**src/rtl/lif_pkg.sv**
```systemverilog
package lif_pkg;

    typedef enum logic [1:0] {
        ST_IDLE  = 2'd0,
        ST_FETCH = 2'd1,
        ST_FIRE  = 2'd2
    } lif_state_e;

endpackage

```
**src/rtl/lif_pick.sv**
```systemverilog
module lif_pick #(
    parameter int N      = 16,
    parameter int A_BITS = 4
) (
    input  logic [N-1:0]      req,
    output logic [N-1:0]      onehot,
    output logic [A_BITS-1:0] idx,
    output logic              any
);

    always_comb begin
        onehot = req & (~req + N'(1));
        any    = |req;
        idx    = '0;
        for (int i = 0; i < N; i++) begin
            if (onehot[i]) begin
                idx = idx | A_BITS'(i);
            end
        end
    end

endmodule

```
**src/rtl/lif_ctrl.sv**
```systemverilog
module lif_ctrl
    import lif_pkg::*;
#(
    parameter int N_IN   = 16,
    parameter int A_BITS = 4
) (
    input  logic              clk,
    input  logic              rst_n,
    input  logic              arrive,
    input  logic [N_IN-1:0]   spikes_in,
    output logic              rd_en,
    output logic [A_BITS-1:0] rd_addr,
    output logic              acc_en,
    output logic              upd_en,
    output logic              done,
    output logic              busy
);

    lif_state_e        state_q, state_d;
    logic [N_IN-1:0]   pend_q;
    logic              vld_q;
    logic              done_q;
    logic [N_IN-1:0]   pick_oh;
    logic [A_BITS-1:0] pick_idx;
    logic              pick_any;

    lif_pick #(.N(N_IN), .A_BITS(A_BITS)) u_pick (
        .req    (pend_q),
        .onehot (pick_oh),
        .idx    (pick_idx),
        .any    (pick_any)
    );

    // State register
    always_ff @(posedge clk) begin
        if (!rst_n) begin
            state_q <= ST_IDLE;
        end else begin
            state_q <= state_d;
        end
    end

    // Next state and outputs
    always_comb begin
        state_d = state_q;
        rd_en   = 1'b0;
        upd_en  = 1'b0;
        unique case (state_q)
            ST_IDLE: begin
                if (arrive) state_d = ST_FETCH;
            end
            ST_FETCH: begin
                rd_en = pick_any;
                if (!pick_any && !vld_q) state_d = ST_FIRE;
            end
            ST_FIRE: begin
                upd_en  = 1'b1;
                state_d = ST_IDLE;
            end
            default: state_d = ST_IDLE;
        endcase
    end

    // Pending inputs, read-valid and done registers
    always_ff @(posedge clk) begin
        if (!rst_n) begin
            pend_q <= '0;
            vld_q  <= 1'b0;
            done_q <= 1'b0;
        end else begin
            if (state_q == ST_IDLE && arrive) begin
                pend_q <= spikes_in;
            end else if (rd_en) begin
                pend_q <= pend_q & ~pick_oh;
            end
            vld_q  <= rd_en;
            done_q <= (state_q == ST_FIRE);
        end
    end

    assign rd_addr = pick_idx;
    assign acc_en  = vld_q;
    assign done    = done_q;
    assign busy    = (state_q != ST_IDLE);

endmodule

```
**src/rtl/lif_cell.sv**
```systemverilog
module lif_cell #(
    parameter int W_BITS = 8,
    parameter int V_BITS = 12,
    parameter int R_BITS = 4
) (
    input  logic              clk,
    input  logic              rst_n,
    input  logic              acc_en,
    input  logic              upd_en,
    input  logic [W_BITS-1:0] w,
    input  logic [V_BITS-2:0] thresh,
    input  logic [V_BITS-2:0] leak,
    input  logic [R_BITS-1:0] refr_len,
    output logic              spk,
    output logic              pot_nz,
    output logic              pot_neg,
    output logic              refr_busy
);

    localparam logic signed [V_BITS:0] VMAX = {2'b00, {(V_BITS-1){1'b1}}};
    localparam logic signed [V_BITS:0] VMIN = {2'b11, {(V_BITS-1){1'b0}}};

    logic signed [V_BITS-1:0] v_q;
    logic [R_BITS-1:0]        r_q;
    logic                     spk_q;
    logic signed [V_BITS:0]   sum;
    logic signed [V_BITS-1:0] sum_sat;
    logic signed [V_BITS:0]   lk;
    logic [V_BITS-1:0]        lk_cl;
    logic                     fire;

    always_comb begin
        sum = $signed({v_q[V_BITS-1], v_q})
            + $signed({{(V_BITS+1-W_BITS){w[W_BITS-1]}}, w});
        if (sum > VMAX)      sum_sat = VMAX[V_BITS-1:0];
        else if (sum < VMIN) sum_sat = VMIN[V_BITS-1:0];
        else                 sum_sat = sum[V_BITS-1:0];

        lk    = $signed({v_q[V_BITS-1], v_q}) - $signed({2'b00, leak});
        lk_cl = lk[V_BITS] ? '0 : lk[V_BITS-1:0];
        fire  = lk_cl > {1'b0, thresh};
    end

    always_ff @(posedge clk) begin
        if (!rst_n) begin
            v_q   <= '0;
            r_q   <= '0;
            spk_q <= 1'b0;
        end else if (acc_en) begin
            if (r_q == '0) v_q <= sum_sat;
        end else if (upd_en) begin
            if (r_q != '0) begin
                r_q   <= r_q - R_BITS'(1);
                spk_q <= 1'b0;
            end else if (fire) begin
                v_q   <= '0;
                r_q   <= refr_len;
                spk_q <= 1'b1;
            end else begin
                v_q   <= lk_cl;
                spk_q <= 1'b0;
            end
        end
    end

    assign spk       = spk_q;
    assign pot_nz    = (v_q != '0);
    assign pot_neg   = v_q[V_BITS-1];
    assign refr_busy = (r_q != '0);

endmodule

```
**src/rtl/lif_array.sv**
```systemverilog
module lif_array #(
    parameter int N_NEU  = 16,
    parameter int N_IN   = 16,
    parameter int W_BITS = 8,
    parameter int V_BITS = 12,
    parameter int R_BITS = 4,
    localparam int A_BITS = (N_IN > 1) ? $clog2(N_IN) : 1
) (
    input  logic                    clk,
    input  logic                    rst_n,
    input  logic                    arrive,
    input  logic [N_IN-1:0]         spikes_in,
    output logic                    rd_en,
    output logic [A_BITS-1:0]       rd_addr,
    input  logic [N_NEU*W_BITS-1:0] rd_row,
    input  logic [V_BITS-2:0]       thresh,
    input  logic [V_BITS-2:0]       leak,
    input  logic [R_BITS-1:0]       refr_len,
    output logic [N_NEU-1:0]        spk_out,
    output logic                    done
);

    logic             acc_en;
    logic             upd_en;
    logic             busy;
    logic [N_NEU-1:0] pot_nz;
    logic [N_NEU-1:0] pot_neg;
    logic [N_NEU-1:0] refr_busy;

    lif_ctrl #(.N_IN(N_IN), .A_BITS(A_BITS)) u_ctrl (
        .clk       (clk),
        .rst_n     (rst_n),
        .arrive    (arrive),
        .spikes_in (spikes_in),
        .rd_en     (rd_en),
        .rd_addr   (rd_addr),
        .acc_en    (acc_en),
        .upd_en    (upd_en),
        .done      (done),
        .busy      (busy)
    );

    for (genvar g = 0; g < N_NEU; g++) begin : g_neu
        lif_cell #(.W_BITS(W_BITS), .V_BITS(V_BITS), .R_BITS(R_BITS)) u_cell (
            .clk       (clk),
            .rst_n     (rst_n),
            .acc_en    (acc_en),
            .upd_en    (upd_en),
            .w         (rd_row[g*W_BITS +: W_BITS]),
            .thresh    (thresh),
            .leak      (leak),
            .refr_len  (refr_len),
            .spk       (spk_out[g]),
            .pot_nz    (pot_nz[g]),
            .pot_neg   (pot_neg[g]),
            .refr_busy (refr_busy[g])
        );
    end

endmodule

```
**config.mk**
```make
export PLATFORM = sky130hd
export DESIGN_NAME = lif_array
export DESIGN_NICKNAME = d
export VERILOG_FILES = /design/src/rtl/lif_pkg.sv /design/src/rtl/lif_pick.sv /design/src/rtl/lif_ctrl.sv /design/src/rtl/lif_cell.sv /design/src/rtl/lif_array.sv
export SDC_FILE = /design/constraint.sdc
export NUM_CORES = 2
export LEC_CHECK = 0
export ABC_AREA = 0
export BUFFER_PORTS_ARGS = -buffer_cell sky130_fd_sc_hd__buf_2
export CORE_MARGIN = 1
export CORE_UTILIZATION = 50
export DETAILED_ROUTE_END_ITERATION = 10
export GPL_TIMING_DRIVEN = 0
export PLACE_DENSITY = 0.69
export SKIP_LAST_GASP = 1
export SYNTH_ARGS = -nofsm -noshare
export SYNTH_HDL_FRONTEND = slang
export SYNTH_SLANG_ARGS = --single-unit
```
**constraint.sdc**
```tcl
create_clock -name clk -period 11.85 [get_ports clk]
set_input_delay 0.5925 -clock clk [delete_from_list [all_inputs] [get_ports clk]]
set_output_delay 0.5925 -clock clk [all_outputs]
set_load 0.02 [all_outputs]
```
Word level (Yosys, flattened, before mapping)
Cells that the tools add are included.

Reduce and logical (&&, ||, !) cells: 90. Magnitude comparators: 48. Equality and inequality tests: 36. Bitwise gates (word level): 5. Multiplexer cells: 214. Add/subtract/negate cells: 49.

Operator list (number): $mux 12 (128); $add 12x8->13 (16); $gt 13x12->1 const B (16); $lt 13x12->1 const B (16); $sub 12x12->13 (16); $gt 12x11->1 (16); $mux 4 (40); $reduce_and 3->1 (32); $logic_not 4->1 (16); $reduce_bool 4->1 (16); $sub 4x1->4 const B (16); $reduce_bool 2->1 (18); $mux 1 (35); $ne 2x1->1 const B (17); $ne 2x2->1 const B (17); $and 16x16->16 (2); $mux 16 (2); $not 16->16 (2); $add 16x1->16 const B (1); $reduce_or 16->1 (1); $mux 3 (4); $mux 2 (4); $pmux 2 s2 (1); $reduce_and 2->1 (2); 6 further kinds (8).

Output and inout port bits: 22. Logic and storage cells: 494. Bits in registers: 292. Input bits: 173.

Longest topological paths before layout
Depth after elaboration: 18. Mapped depth: 22. Mapped depth without buffers: 20.

Hierarchy
From an unflattened synthesis, not the netlist that was laid out.

Cell total of the unflattened synthesis: 5170. Area, all modules: 39320.2 um2.

Modules (own cells, without submodules): lif_cell at g_neu[12].u_cell ... (sequential area each 340.3 um2, instances 9, cells an instance 323, area an instance 2417.3 um2); lif_cell at g_neu[0].u_cell ... (sequential area each 340.3 um2, instances 5, cells an instance 299, area an instance 2314.7 um2); lif_cell at g_neu[2].u_cell (sequential area each 340.3 um2, instances 1, cells an instance 309, area an instance 2346.0 um2); lif_cell at g_neu[9].u_cell (sequential area each 340.3 um2, instances 1, cells an instance 301, area an instance 2265.9 um2); lif_ctrl (sequential area each 400.4 um2, instances 1, cells an instance 106, area an instance 1049.8 um2); lif_pick (sequential area each 0.0 um2, instances 1, cells an instance 52, area an instance 329.1 um2).

Worst setup path before layout
No wires, ideal clock.

Path type: input port to flip-flop. From: input leak[1]. To: register g_neu[10].u_cell.v_q[1]. Data required time: 11755 ps. Buffers on the path: 2. Stages on the path: 19. Data arrival time: 5189 ps. Library setup time: 95 ps. Setup slack: 6565 ps. Cells stage by stage: inv_1 > fa_1 > a211oi_1 > o21ai_0 > a311o_1 > a21oi_1 > or2_2 > clkbuf_1 > nor3b_1 > ha_1 > a211o_1 > o211ai_1 > a21oi_1 > a2111oi_0 > o21ai_2 > nor2_1 > buf_2 > a22oi_1 > a221oi_1.

Longest elaborated chain between the ends: 7.

Ends and longest elaborated chain: from (decl) (line lif_array.sv:17) `input logic [V_BITS-2:0] leak,`; $sub 12x12->13 * (line lif_cell.sv:39) `lk = $signed({v_q[V_BITS-1], v_q}) - $signed({2'b00, leak});`; $mux 12 * (line lif_cell.sv:40) `lk_cl = lk[V_BITS] ? '0 : lk[V_BITS-1:0];`; $gt 12x11->1 (line lif_cell.sv:41) `fire = lk_cl > {1'b0, thresh};`; $mux 12 * (line lif_cell.sv:55) `end else if (fire) begin`; $mux 12 * (line lif_cell.sv:52) `if (r_q != '0) begin`; $mux 12 * (line lif_cell.sv:51) `end else if (upd_en) begin`; $mux 12 * (line lif_cell.sv:49) `end else if (acc_en) begin`; to (signal assigned) (line lif_cell.sv:50) `if (r_q == '0) v_q <= sum_sat;`; to (signal assigned) (line lif_cell.sv:60) `v_q <= lk_cl;`; to (decl) (line lif_cell.sv:23) `logic signed [V_BITS-1:0] v_q;`.

Every way passes the cells marked *; elsewhere a longest branch is shown, timed or not. The select of a mux whose other input is x is not followed. A chain may end at the register's enable or synchronous reset.

Worst setup path in the final report
From: input leak[0]. To: register g_neu[7].u_cell.v_q[4].

Longest elaborated chain between the ends: 7.

Ends and longest elaborated chain (line): $sub 12x12->13 * (lif_cell.sv:39); $mux 12 * (lif_cell.sv:40); $gt 12x11->1 (lif_cell.sv:41); $mux 12 * (lif_cell.sv:55); $mux 12 * (lif_cell.sv:52); $mux 12 * (lif_cell.sv:51); $mux 12 * (lif_cell.sv:49); to (signal assigned) (lif_cell.sv:50); to (signal assigned) (lif_cell.sv:60); to (decl) (lif_cell.sv:23).

Marks and branches as above.

==> reports/summary.md <==
The run finished, with violations left. The final reports fail on max-capacitance violations, max-slew violations. The maximum clock skew at final layout is 0.0138 ns. TritonCTS built the clock tree. Walking the worst path, the cells encountered are buf_2 -> ha_1 -> inv_1 -> fa_1 -> a21oi_1 -> o21bai_1 -> a211oi_1 -> o21ai_1 -> a21oi_1 -> or2_0 -> clkbuf_1 -> clkbuf_1 -> nor2b_1 -> ha_1 -> a21oi_1 -> o21ai_0 -> a21o_1 -> a2111oi_0 -> a211o_1 -> nand2_1 -> or3b_2 -> a31oi_1. The number of antenna cells inserted came out at 0.

Data on the critical path is required at its endpoint by 12.35 ns. Measured on the finished design, the core utilization comes to 55.4%. On the worst path, the slowest cell contributes a delay of 0.69 ns. The initialized floorplan defines 97 standard-cell rows. The clock root buffer was sky130_fd_sc_hd__clkbuf_16. The net count after synthesis is 5415. The width of the die was 268 um.

The worst-skew pair later-pin latency was 0.58 ns. Flip-flop cell with the highest count after synthesis: sky130_fd_sc_hd__dfxtp_1. The area of the placeable core came out at 69900 sq um. The mapped netlist covers 35300 sq um. The clock-pin slew on the worst setup and hold paths came out at 0.06 ns.

In this run, synthesis produced a sequential element count of 292. Summing the sequential cell areas from Yosys gives 16.6% of the chip area. IR analysis of the VDD net gives a maximum drop of 0.0000918 V.

Of the post-synthesis cell area, the dominant cell type holds 19.9%. Measured against its own limit, the worst slew margin works out to -3.63%. During synthesis, Yosys emitted a total of 0 warnings. The first-pass iteration count of the detailed router was 6; the post-detailed-routing wire length was 124 mm. The violation count after the first detailed-routing iteration was 3699. After detailed placement, the total cell area comes to 37500 sq um. By instance count, the cell type seen most on the critical path is sky130_fd_sc_hd__a21oi_1.

Synthesis instantiated 108 different standard cells from the library. The path type of the worst min-delay path was in -> reg. The worst-case register-to-register setup slack came out at 6.53 ns. Of all flip-flops after synthesis, the portion carrying an async set or reset was 0%. Buffers inserted during clock tree synthesis total 38.

The die is 268 um tall. The final instance area was 38700 sq um; the maximum net fanout on the critical path was 16. During I/O placement, the number of pins put on the boundary was 195. The run gives 50.4% as the starting utilization of the core area. The number of hold violations in the final report was 0; the area overhead of the layout relative to synthesis was 9.78%.

Max-cap violations in this run came to 5. The clock net sink count came out at 292. STA classifies the critical path endpoint as a register. The tools report the layout filler cell count as 6859.

Cell type with the largest total area after synthesis: sky130_fd_sc_hd__ha_1. By startpoint and endpoint, the worst setup path is classified as in -> reg. In the layout the commonest cells are sky130_fd_sc_hd__ha_1 (560), sky130_fd_sc_hd__a21oi_1 (421), sky130_fd_sc_hd__o21ai_0 (413), sky130_fd_sc_hd__nor2_1 (385), sky130_fd_sc_hd__nand2_1 (368). Number of antenna violations at the first check in global routing: 3.

Leaving out fill and tap cells, the most frequent cell in the layout is sky130_fd_sc_hd__ha_1. The clock period could shrink to 5.79 ns. Synthesis handed over a netlist of 4650 instances. For this run, the total global-route usage over all layers was measured as 33.4%. The cts-stage hold buffer count is 0, and the multi-input combinational cell area is 27800 sq um. After legalization and detailed placement, the total HPWL measured 90.3 mm.

Yosys attributes the largest share of cell area to sky130_fd_sc_hd__ha_1 (20%), sky130_fd_sc_hd__dfxtp_1 (17%), sky130_fd_sc_hd__a21oi_1 (6.0%). The power per unit of standard cell area is 121 nW/um^2, and the maximum level of the CTS H-tree is 2. The synthesized design contains 0 enable-type register cells. The first global-routing pass estimated 187 mm of wire. The analysis attributes to cell leakage a power of 16.7 nW. The worst endpoint data arrival time is 6.29 ns. Total number of nets in the final design: 5650. The via count of the first global-routing pass was 33500. The number of buffers added on ports was 192. The achievable frequency was 173 MHz; the average wire per standard cell was 21.1 um.

The slowest stage of the critical path belongs to the cell sky130_fd_sc_hd__buf_2. For this run, design rule violations remaining after detail routing come to 0. Setup repair after global routing left no endpoint under its margin. For the final routed database, the setup TNS stands at 0 ns. Dividing the synthesized area by the synthesized cell count gives 7.58 sq um. The die covers 71600 sq um. In this run the deepest clock path goes through 3 buffers.

The fraction of layout cells with a size suffix above 1 came out at 8.25%. Summed over all layers, the global routing overflow is 0. The logs give 0 for the number of buffers inserted by post-CTS setup repair and 5850 sq um for the total area of sequential cells. Once detail routing completed, the nets flagged for antenna violations numbered 0. Dividing the detail-routed via count by the number of cells gives 6.30. For the pin with the worst max-slew slack, the measured transition is 1.55 ns. Summing over every cut layer, the via total after detailed routing is 36800.

Entering global routing, the biggest net connects 19 pins. STA classifies the critical path startpoint as an input pin. Gates resized during post-CTS repair numbered 0. The logs give 35 for the final number of max-transition violations and 0 for the total of endpoints with negative setup slack in the final report. At the end of routability-driven placement, the weighted congestion stood at 0.963. The final period utilization was 48.8%.
[cells in the mapped netlist, drive strengths merged (24+ instances only)]
cell type and number:
a211oi 90, nor2b 73, a22oi 56, nand3b 30, xnor2 148, nor4 24, nor3 114, dfxtp 292
a31oi 129, nand2 368, nand3 118, a21oi 423, a221oi 24, ha 560, fa 32, o21ai 425
nor2 391, o31ai 32, nand4 44, and3 31, buf 45, o31a 31, o21bai 29, inv 237
a21o 81, or3 49, nand2b 67, xor2 62, and2 68, clkbuf 108, or2 30, o21a 93
o211ai 43
[final timing paths]
path | cells past startpoint | start | end
max | 22 | leak[0] | g_neu[7].u_cell.v_q[4]$_SDFFE_PN0P_
min | 3 | spikes_in[7] | u_ctrl.pend_q[7]$_SDFFE_PN0P_
max reg2reg | 22 | g_neu[7].u_cell.v_q[0]$_SDFFE_PN0P_ | g_neu[7].u_cell.v_q[4]$_SDFFE_PN0P_
min reg2reg | 2 | g_neu[13].u_cell.spk$_SDFFE_PN0P_ | g_neu[13].u_cell.spk$_SDFFE_PN0P_
[registers in the layout (all words and copies together), names as in the netlist]
| signal | cells |
|---|---|
| g_neu.u_cell.v_q | 192 |
| g_neu.u_cell.r_q | 64 |
| g_neu.u_cell.spk | 16 |
| u_ctrl.pend_q | 16 |
| u_ctrl.state_q | 2 |
| u_ctrl.acc_en | 1 |
| u_ctrl.done | 1 |
[cell type report]
type	instances	share of cell area, %
multi-input cells	3968	71.8
flip-flops and latches	292	15.1
well taps	940	3.04
clock buffers	53	2.86
repair buffers	195	2.68
inverters	237	2.30
plain buffers	153	1.87
clock inverters	14	0.326
[metrics by stage]
stage / power [W] / instances / hold WS [ns] / worst slack [ns]
detailed placement: 0.00346 / 5785 / 0.445 / 5.62
floorplan: 0.00288 / 4650 / 0.432 / 6.57
global route: 0.00499 / 5852 / 0.186 / 5.73
CTS: 0.00466 / 5852 / 0.171 / 6.20
finish: 0.00470 / 5852 / 0.196 / 6.06
global placement: 0.00342 / 5782 / 0.439 / 4.78
[power by group]
group,internal [W],switching (W)
Combinational,0.000922,0.00139
Clock,0.000695,0.000505
Sequential,0.00108,0.000109
Total,0.00270,0.00200
[logic make-up (layout without fill, tap and decap cells)]
group,count (synthesis),in the layout,synth area share [%]
adders and majority gates,598,598,21.9
muxes,23,23,0.678
DFF,292,292,16.6
AOI/OAI and AO/OA,1669,1669,30.6
buffers and inverters,390,652,4.57
xor gates and xnor gates,210,210,5.22
and+or+nand+nor,1468,1468,20.5
[critical path: cells and delay by family]
family / cells / cell delay (ns)
adder cells (fa/ha/maj): 3 / 1.01
AO/OA/AOI/OAI: 11 / 2.25
AND/OR/NAND/NOR: 4 / 1.01
buffers and inverters: 4 / 1.41
[metal layers]
layer	up-vias	global-route usage, %	wire, um	share of wire [%]
met5	-	0	35	0.028
li1	17900	-	-	-
met4	6	13.9	5340	4.3
met1	17100	43.7	52200	42
met3	285	5.45	11200	9.0
met2	1551	54.2	54900	44
(Power assumes the default switching activity.)
